===== src/rtl/ls_addr_pkg.sv =====
package ls_addr_pkg;
  typedef enum logic [1:0] {AM_OFFSET = 2'd0, AM_PRE = 2'd1, AM_POST = 2'd2, AM_RSVD = 2'd3} amode_e;
  typedef enum logic [1:0] {SZ_BYTE = 2'd0, SZ_HALF = 2'd1, SZ_WORD = 2'd2, SZ_RSVD = 2'd3} asize_e;
  typedef enum logic [1:0] {SH_LSL = 2'd0, SH_LSR = 2'd1, SH_ASR = 2'd2, SH_ROR = 2'd3} shift_e;
endpackage


===== src/rtl/ls_offset_shifter.sv =====
module ls_offset_shifter
  import ls_addr_pkg::*;
#(
  parameter int DW = 32,
  localparam int AW = $clog2(DW)
) (
  input  logic [DW-1:0] val_i,
  input  logic [1:0]    type_i,
  input  logic [AW-1:0] amt_i,
  output logic [DW-1:0] res_o
);
  logic [AW:0] rot_back;
  assign rot_back = AW'(0) + (AW+1)'(DW) - {1'b0, amt_i};

  always_comb begin
    unique case (shift_e'(type_i))
      SH_LSL:  res_o = val_i << amt_i;
      SH_LSR:  res_o = val_i >> amt_i;
      SH_ASR:  res_o = DW'($signed(val_i) >>> amt_i);
      default: res_o = (val_i >> amt_i) | (val_i << rot_back);
    endcase
  end
endmodule


===== src/rtl/ls_lane_format.sv =====
module ls_lane_format
  import ls_addr_pkg::*;
#(
  parameter int DW = 32,
  localparam int NB = DW / 8
) (
  input  logic [1:0]    addr_lo_i,
  input  logic [1:0]    size_i,
  input  logic          sgn_i,
  input  logic [DW-1:0] st_data_i,
  input  logic [DW-1:0] rdata_i,
  output logic [NB-1:0] be_o,
  output logic [DW-1:0] wdata_o,
  output logic [DW-1:0] ld_o,
  output logic          misalign_o
);
  logic [DW-1:0] byte_lane, half_lane;
  assign byte_lane = rdata_i >> {addr_lo_i, 3'b000};
  assign half_lane = rdata_i >> {addr_lo_i[1], 4'b0000};

  always_comb begin
    unique case (asize_e'(size_i))
      SZ_BYTE: begin
        be_o       = NB'(1) << addr_lo_i;
        wdata_o    = {NB{st_data_i[7:0]}};
        ld_o       = {{(DW-8){sgn_i & byte_lane[7]}}, byte_lane[7:0]};
        misalign_o = 1'b0;
      end
      SZ_HALF: begin
        be_o       = addr_lo_i[1] ? NB'(4'b1100) : NB'(4'b0011);
        wdata_o    = {(NB/2){st_data_i[15:0]}};
        ld_o       = {{(DW-16){sgn_i & half_lane[15]}}, half_lane[15:0]};
        misalign_o = addr_lo_i[0];
      end
      default: begin
        be_o       = '1;
        wdata_o    = st_data_i;
        ld_o       = rdata_i;
        misalign_o = |addr_lo_i;
      end
    endcase
  end
endmodule


===== src/rtl/ls_swap_seq.sv =====
module ls_swap_seq #(
  parameter int DW = 32
) (
  input  logic          clk_i,
  input  logic          rst_ni,
  input  logic          start_i,
  input  logic [DW-1:0] addr_i,
  input  logic [1:0]    size_i,
  input  logic [DW-1:0] st_data_i,
  input  logic [DW-1:0] ld_i,
  input  logic          dest_pc_i,
  output logic          wr_phase_o,
  output logic [DW-1:0] addr_o,
  output logic [1:0]    size_o,
  output logic [DW-1:0] st_data_o,
  output logic [DW-1:0] ld_o,
  output logic          dest_pc_o
);
  always_ff @(posedge clk_i or negedge rst_ni) begin
    if (!rst_ni) begin
      wr_phase_o <= 1'b0;
      addr_o     <= '0;
      size_o     <= '0;
      st_data_o  <= '0;
      ld_o       <= '0;
      dest_pc_o  <= 1'b0;
    end else begin
      wr_phase_o <= start_i;
      if (start_i) begin
        addr_o    <= addr_i;
        size_o    <= size_i;
        st_data_o <= st_data_i;
        ld_o      <= ld_i;
        dest_pc_o <= dest_pc_i;
      end
    end
  end
endmodule


===== src/rtl/ls_addr_unit.sv =====
module ls_addr_unit
  import ls_addr_pkg::*;
#(
  parameter int DW = 32,
  localparam int AW = $clog2(DW),
  localparam int NB = DW / 8
) (
  input  logic          clk_i,
  input  logic          rst_ni,
  input  logic          req_i,
  input  logic          is_load_i,
  input  logic          swap_i,
  input  logic [DW-1:0] base_i,
  input  logic [DW-1:0] off_imm_i,
  input  logic [DW-1:0] off_reg_i,
  input  logic          off_sel_reg_i,
  input  logic [1:0]    shift_type_i,
  input  logic [AW-1:0] shift_amt_i,
  input  logic          add_i,
  input  logic [1:0]    mode_i,
  input  logic [1:0]    size_i,
  input  logic          signed_i,
  input  logic          dest_pc_i,
  input  logic [DW-1:0] st_data_i,
  input  logic [DW-1:0] mem_rdata_i,
  output logic          mem_req_o,
  output logic          mem_we_o,
  output logic [DW-1:0] mem_addr_o,
  output logic [NB-1:0] mem_be_o,
  output logic [DW-1:0] mem_wdata_o,
  output logic          bus_lock_o,
  output logic          wb_en_o,
  output logic [DW-1:0] wb_val_o,
  output logic          ld_valid_o,
  output logic [DW-1:0] ld_data_o,
  output logic          pc_write_o,
  output logic          align_fault_o
);
  logic [DW-1:0] shifted, offset, sum, ea, fmt_ld, fmt_wdata;
  logic [DW-1:0] h_addr, h_st, h_ld;
  logic [1:0]    h_size, cur_size;
  logic          h_dpc, wr_phase, misalign, go, start;
  logic [NB-1:0] fmt_be;

  ls_offset_shifter #(.DW(DW)) u_shift (
    .val_i(off_reg_i), .type_i(shift_type_i), .amt_i(shift_amt_i), .res_o(shifted)
  );

  assign offset = off_sel_reg_i ? shifted : off_imm_i;
  assign sum    = add_i ? base_i + offset : base_i - offset;
  assign ea     = (swap_i || amode_e'(mode_i) == AM_POST) ? base_i : sum;

  assign mem_addr_o = wr_phase ? h_addr : ea;
  assign cur_size   = wr_phase ? h_size : size_i;

  ls_lane_format #(.DW(DW)) u_lane (
    .addr_lo_i(mem_addr_o[1:0]), .size_i(cur_size), .sgn_i(signed_i),
    .st_data_i(wr_phase ? h_st : st_data_i), .rdata_i(mem_rdata_i),
    .be_o(fmt_be), .wdata_o(fmt_wdata), .ld_o(fmt_ld), .misalign_o(misalign)
  );

  // accepted, aligned access issued from the input port
  assign go    = req_i && !wr_phase && !misalign;
  assign start = go && swap_i;

  ls_swap_seq #(.DW(DW)) u_swap (
    .clk_i(clk_i), .rst_ni(rst_ni), .start_i(start), .addr_i(ea), .size_i(size_i),
    .st_data_i(st_data_i), .ld_i(fmt_ld), .dest_pc_i(dest_pc_i),
    .wr_phase_o(wr_phase), .addr_o(h_addr), .size_o(h_size), .st_data_o(h_st),
    .ld_o(h_ld), .dest_pc_o(h_dpc)
  );

  assign mem_be_o      = fmt_be;
  assign mem_wdata_o   = fmt_wdata;
  assign mem_req_o     = go || wr_phase;
  assign mem_we_o      = wr_phase || (go && !is_load_i && !swap_i);
  assign bus_lock_o    = start || wr_phase;
  assign align_fault_o = req_i && !wr_phase && misalign;
  assign wb_en_o       = go && !swap_i &&
                         (amode_e'(mode_i) == AM_PRE || amode_e'(mode_i) == AM_POST);
  assign wb_val_o      = sum;
  assign ld_valid_o    = wr_phase || (go && is_load_i && !swap_i);
  assign ld_data_o     = wr_phase ? h_ld : fmt_ld;
  assign pc_write_o    = ld_valid_o && (wr_phase ? h_dpc : dest_pc_i);

  assert_post_base_R1: assert property (@(posedge clk_i) disable iff (!rst_ni)
    (mem_req_o && !bus_lock_o && amode_e'(mode_i) == AM_POST) |-> mem_addr_o == base_i);
  assert_offset_no_wb_R2: assert property (@(posedge clk_i) disable iff (!rst_ni)
    (amode_e'(mode_i) == AM_OFFSET) |-> !wb_en_o);
  assert_byte_lane_R4: assert property (@(posedge clk_i) disable iff (!rst_ni)
    (mem_req_o && cur_size == 2'd0) |-> $onehot(mem_be_o));
  assert_fault_quiet_R6: assert property (@(posedge clk_i) disable iff (!rst_ni)
    align_fault_o |-> (!mem_req_o && !wb_en_o && !ld_valid_o));
  assert_swap_write_R7: assert property (@(posedge clk_i) disable iff (!rst_ni)
    (bus_lock_o && !mem_we_o) |=> (bus_lock_o && mem_we_o && ld_valid_o &&
                                   mem_addr_o == $past(mem_addr_o) && !wb_en_o));
  assert_swap_once_R9: assert property (@(posedge clk_i) disable iff (!rst_ni)
    (bus_lock_o && mem_we_o) |=> !(bus_lock_o && mem_we_o));
  assert_pc_needs_load_R8: assert property (@(posedge clk_i) disable iff (!rst_ni)
    pc_write_o |-> ld_valid_o);
endmodule


===== config.mk =====
export PLATFORM = sky130hd
export DESIGN_NAME = ls_addr_unit
export DESIGN_NICKNAME = d
export VERILOG_FILES = /design/src/rtl/ls_addr_pkg.sv /design/src/rtl/ls_offset_shifter.sv /design/src/rtl/ls_lane_format.sv /design/src/rtl/ls_swap_seq.sv /design/src/rtl/ls_addr_unit.sv
export SDC_FILE = /design/constraint.sdc
export NUM_CORES = 1
export LEC_CHECK = 0
export CAP_MARGIN = 30
export CORE_ASPECT_RATIO = 1.4
export CORE_UTILIZATION = 58
export CTS_CLUSTER_DIAMETER = 120
export DETAILED_ROUTE_END_ITERATION = 10
export GPL_TIMING_DRIVEN = 0
export HOLD_SLACK_MARGIN = 0.12
export PLACE_DENSITY = 0.89
export SYNTH_ARGS = -nofsm -noshare
export SYNTH_HDL_FRONTEND = slang
export SYNTH_SLANG_ARGS = --single-unit

===== constraint.sdc =====
create_clock -name clk_i -period 18.8 [get_ports clk_i]
set_input_delay 2.82 -clock clk_i [delete_from_list [all_inputs] [get_ports clk_i]]
set_output_delay 2.82 -clock clk_i [all_outputs]
set_load 0.005 [all_outputs]

==> flow_summary.ini, run 1 <==
[clock_tree]
cts.htree.levels = 3
post-cts-setup-buffers = 0
hold_buffers = 0
cts_resized = 0
numCtsBuffers = 9
clock_path_buffers = 2
clock_sinks = 100
cts_root_buffer = clkbuf_16

[run_status]
haltStage = global routing (5_1_grt)
status = did not finish
error = [ERROR GRT-0116] Global routing finished with congestion. Check the congestion regions in the DRC Viewer.

[global_routing]
grt_max_degree = 70
grt_pass1_vias = 21740
grtUsageTotal = 0.6995
grt_pass1_wl_um = 146000
grt.overflow.total = 298

[synthesis]
synth_top_area_cell = dfrtp_1
synth_top_area_frac = 0.1611
syn_inst = 1964
yosysSeqAreaShare = 0.1611
synth_fp_nets = 2179
netlist_area_um2 = 15540
synth-edff-count = 0
ys.flop_type = dfrtp_1
synth-seq-cells = 100
synthArstFlopShare = 1.000
synthTopCellsByArea = dfrtp_1 (16%), mux4_2 (12%), nand2_1 (8.5%), mux2_2 (7.5%), mux2i_1 (7.0%)
yosysWarningCount = 0
avgSynthCellArea_um2 = 7.911
synth.distinct_cells = 94

[floorplanning]
die_x_um = 140.3
rows = 70
start_util = 0.5933
die_h_um = 195.7
ioPinCount = 319

[placement]
dp_hpwl_um = 61150
place_congestion = 1.664
port_buffers = 314
dpl.cell_count = 2605
[per-layer routing]
metal	global-route usage	GRT overflow
met1	0.6782	11
met2	0.8869	178
met3	0.5502	10
met4	0.6842	98
met5	0.2886	1
[metrics by stage]
stage	cell area [um2]	worst slack [ns]
floorplan	15540	7.209
global placement	19090	4.410
detailed placement	19130	4.339
CTS	19460	4.290
[cell families after synthesis]
kind of cell,after synthesis,share of synthesized area
muxes,302,0.2743
AOI/OAI and AO/OA,564,0.2430
and+or+nand+nor,689,0.1966
buffers and inverters,212,0.06144
xor gates and xnor gates,62,0.03495
adders and majority gates,35,0.02867
DFF,100,0.1611
[cells in the mapped netlist (all sizes together) (12+ instances only)]
| cell | n |
|---|---|
| nand2 | 351 |
| nor2 | 156 |
| a21oi | 136 |
| o21ai | 131 |
| clkbuf | 124 |
| mux2i | 109 |
| mux2 | 106 |
| dfrtp | 100 |
| mux4 | 87 |
| buf | 57 |
| nor3 | 37 |
| xnor2 | 36 |
| ha | 34 |
| nand3 | 31 |
| inv | 29 |
| a21o | 28 |
| a211oi | 26 |
| xor2 | 26 |
| a31oi | 23 |
| o22ai | 22 |
| nor2b | 21 |
| o221ai | 17 |
| o211ai | 15 |
| o31ai | 15 |
| and2 | 14 |
| nor4 | 14 |
| a22oi | 12 |
==> run 2, diff against run 1 <==
--- a/config.mk
+++ b/config.mk
@@ -6,13 +6,10 @@
 export NUM_CORES = 1
 export LEC_CHECK = 0
 export CAP_MARGIN = 30
-export CORE_ASPECT_RATIO = 1.4
-export CORE_UTILIZATION = 58
-export CTS_CLUSTER_DIAMETER = 120
+export CORE_UTILIZATION = 40
 export DETAILED_ROUTE_END_ITERATION = 10
 export GPL_TIMING_DRIVEN = 0
-export HOLD_SLACK_MARGIN = 0.12
-export PLACE_DENSITY = 0.89
+export PLACE_DENSITY_LB_ADDON = 0.15
 export SYNTH_ARGS = -nofsm -noshare
 export SYNTH_HDL_FRONTEND = slang
 export SYNTH_SLANG_ARGS = --single-unit
==> run 2 against run 1 <==
Net effect:
- the flow now finishes, with violations (slew limit)
- synthesized area unchanged
- synthesized cell count unchanged
==> flow_summary.ini, run 2 <==
[synthesis]
synthAdderAreaFrac = 0.02867
synth_fp_nets = 2179
syn_inst = 1964
synthTopCellsByCount = nand2_1 (351), nor2_1 (156), a21oi_1 (136)
yosysSeqAreaShare = 0.1611
synth_top_area_frac = 0.1611
synthTopCellsByArea = dfrtp_1 (16%), mux4_2 (12%), nand2_1 (8.5%), mux2_2 (7.5%), mux2i_1 (7.0%)
synth_top_family_by_area = multiplexers
avgSynthCellArea_um2 = 7.911
synth-seq-cells = 100
yosys.area_share.simple = 0.1966
synthArstFlopShare = 1.000
synth_top_area_cell = dfrtp_1
synth-edff-count = 0
synth-compound-area-share = 0.2430
ys.flop_type = dfrtp_1
yosysWarningCount = 0
synth.distinct_cells = 94
netlist_area_um2 = 15540
synthXorXnorAreaFrac = 0.03495
synth_mux_area_frac = 0.2743
yosysMostFrequentCell = nand2_1

[route]
viasPerCell = 6.844
firstDrtPassIters = 6
route.detailed.drc = 0
wl_um = 88230
num_vias = 19250
antenna_left = 0
wl_per_cell_um = 31.37
drt-initial-drc-count = 2562

[global_routing]
grtUsageTotal = 0.4335
grt_max_degree = 57
grt.overflow.total = 0
grt_antenna_before_repair = 6
grt_pass1_wl_um = 124500
grt_pass1_vias = 17800

[min_path]
hold_class = reg -> reg
min_delay_path_depth = 2

[critical_path]
worstSetupPathType = in -> out
ff2ff_path_depth = 10
path_depth = 28
critPathBufInv = 6
worst_path_max_delay_cell = a2111oi_0
crit_fanout = 10
arrival_ns = 12.64
crit_path_start_kind = primary input
cpMostUsedCell = o21ai_0
path_delay_family = compound AO/OA/AOI/OAI gates
endpoint_kind = output pin
cp.required_ns = 15.98
max_stage_delay_ns = 0.84

[finish]
final_net_count = 2506
layout-drive-gt1-share = 0.1263
final_cell_mix = nand2_1 (351), clkdlybuf4s50_1 (313), nor2_1 (156)
multi_input_area_um2 = 12090
layout_commonest_cell = nand2_1
syn2layout_area_growth_pct = 26.69
reg.largest.list = u_swap.addr_o x32, u_swap.ld_o x32, u_swap.st_data_o x32
n_fill_cell = 3661
finalInstanceArea_um2 = 19690
final-seq-area_um2 = 2502

[placement]
placed_area_um2 = 19360
dp_hpwl_um = 70330
port_buffers = 314
place_congestion = 1.085

[run_status]
status = finished with violations
violations = slew limit

[clock_tree]
clock_sinks = 100
post-cts-setup-buffers = 0
numCtsBuffers = 9
cts_resized = 0
hold_buffers = 0
clock_latency_ns = 0.38
cts_root_buffer = clkbuf_16
clk_pin_slew_ns = 0.07
clock_path_buffers = 2
cts.htree.levels = 3
cts_tree = yes

[sta]
worst_pin_slew_ns = 1.545
hold_viol = 0
clock-skew-final_ns = 0.01220
final.setup.tns_ns = 0
relSlewSlack = -0.03002
fin_crit_sh = 0.8222
max_freq_ghz = 0.06469
final-setup-viol-count = 0
drv_slew = 6
period_needed_ns = 15.46
rsz0062_at_grt = false

[floorplanning]
core_area_um2 = 37930
ioPinCount = 319
die_x_um = 199.1
rows = 71
start_util = 0.4096
die_h_um = 199.1
dieArea_um2 = 39630

[pwr]
vdd_drop_max_mv = 0.07191
cellLeakagePower_uw = 0.007723
cellPowerDensity_nw_per_um2 = 76.79

[run]
cap_viol_max_count = 0
## run 2: cell counts after synthesis
Identical to the previous run, type by type.
## run 2: metrics by stage
step                        util  total power [uW]  hold WS (ns)  setup WS (ns)  std cells
final                     0.5190              1512        0.4778          3.342       2813
after global routing      0.5188              1585        0.4938          3.202       2810
after CTS                 0.5186              1485        0.4771          3.691       2807
after detailed placement  0.5104              1282        0.4605          3.710       2791
after global placement    0.5093              1264        0.4532          3.564       2789
after floorplan                -             837.1        0.4401          7.209       1964
## run 2: final cells by class
class / count / share of cell area
Multi-Input combinational cell: 1652 / 0.6143
Tap cell: 511 / 0.03248
Inverter: 31 / 0.005911
Buffer: 181 / 0.04259
Sequential cell: 100 / 0.1271
Antenna cell: 6 / 0.0007627
Clock inverter: 6 / 0.003559
Clock buffer: 10 / 0.01214
Timing Repair Buffer: 316 / 0.1612
## run 2: path summary, 6_finish.rpt
kind / start / to / slack [ns]
min reg2reg: u_swap.addr_o[3] / u_swap.addr_o[3] / 0.48
max: shift_amt_i[1] / mem_addr_o[28] / 3.34
max in group asynchronous: rst_ni / u_swap.ld_o[16] / 15.59
min in group asynchronous: rst_ni / u_swap.st_data_o[2] / 2.47
max reg2reg: u_swap.wr_phase_o / u_swap.ld_o[8] / 14.11
min: u_swap.addr_o[3] / u_swap.addr_o[3] / 0.48
## run 2: logic make-up after synthesis
kind of cell / count (synthesis)
AOI/OAI and AO/OA: 564
xor gates and xnor gates: 62
adders and majority gates: 35
buffers and inverters: 212
DFF: 100
muxes: 302
and+or+nand+nor: 689
## run 2: per-layer routing
layer	global-route usage	routed length, um	share of wire
met1	0.5778	34530	0.39
met2	0.6410	37520	0.43
met3	0.1311	11510	0.13
met4	0.1940	4632	0.052
met5	0	27	0.00031
## run 2: report_power, final
group	switching [uW]	internal (uW)	total, uW
Combinational	532	435	967
Clock	91.8	108	200
Sequential	45.2	300	345
## run 2: tightest hold or removal path: stages, from the launching register on
cell	delay [ns]
dfrtp_1	0.34
nand2_1	0.05
nand2_1	0.05
Power figures use the tool's default switching activity.
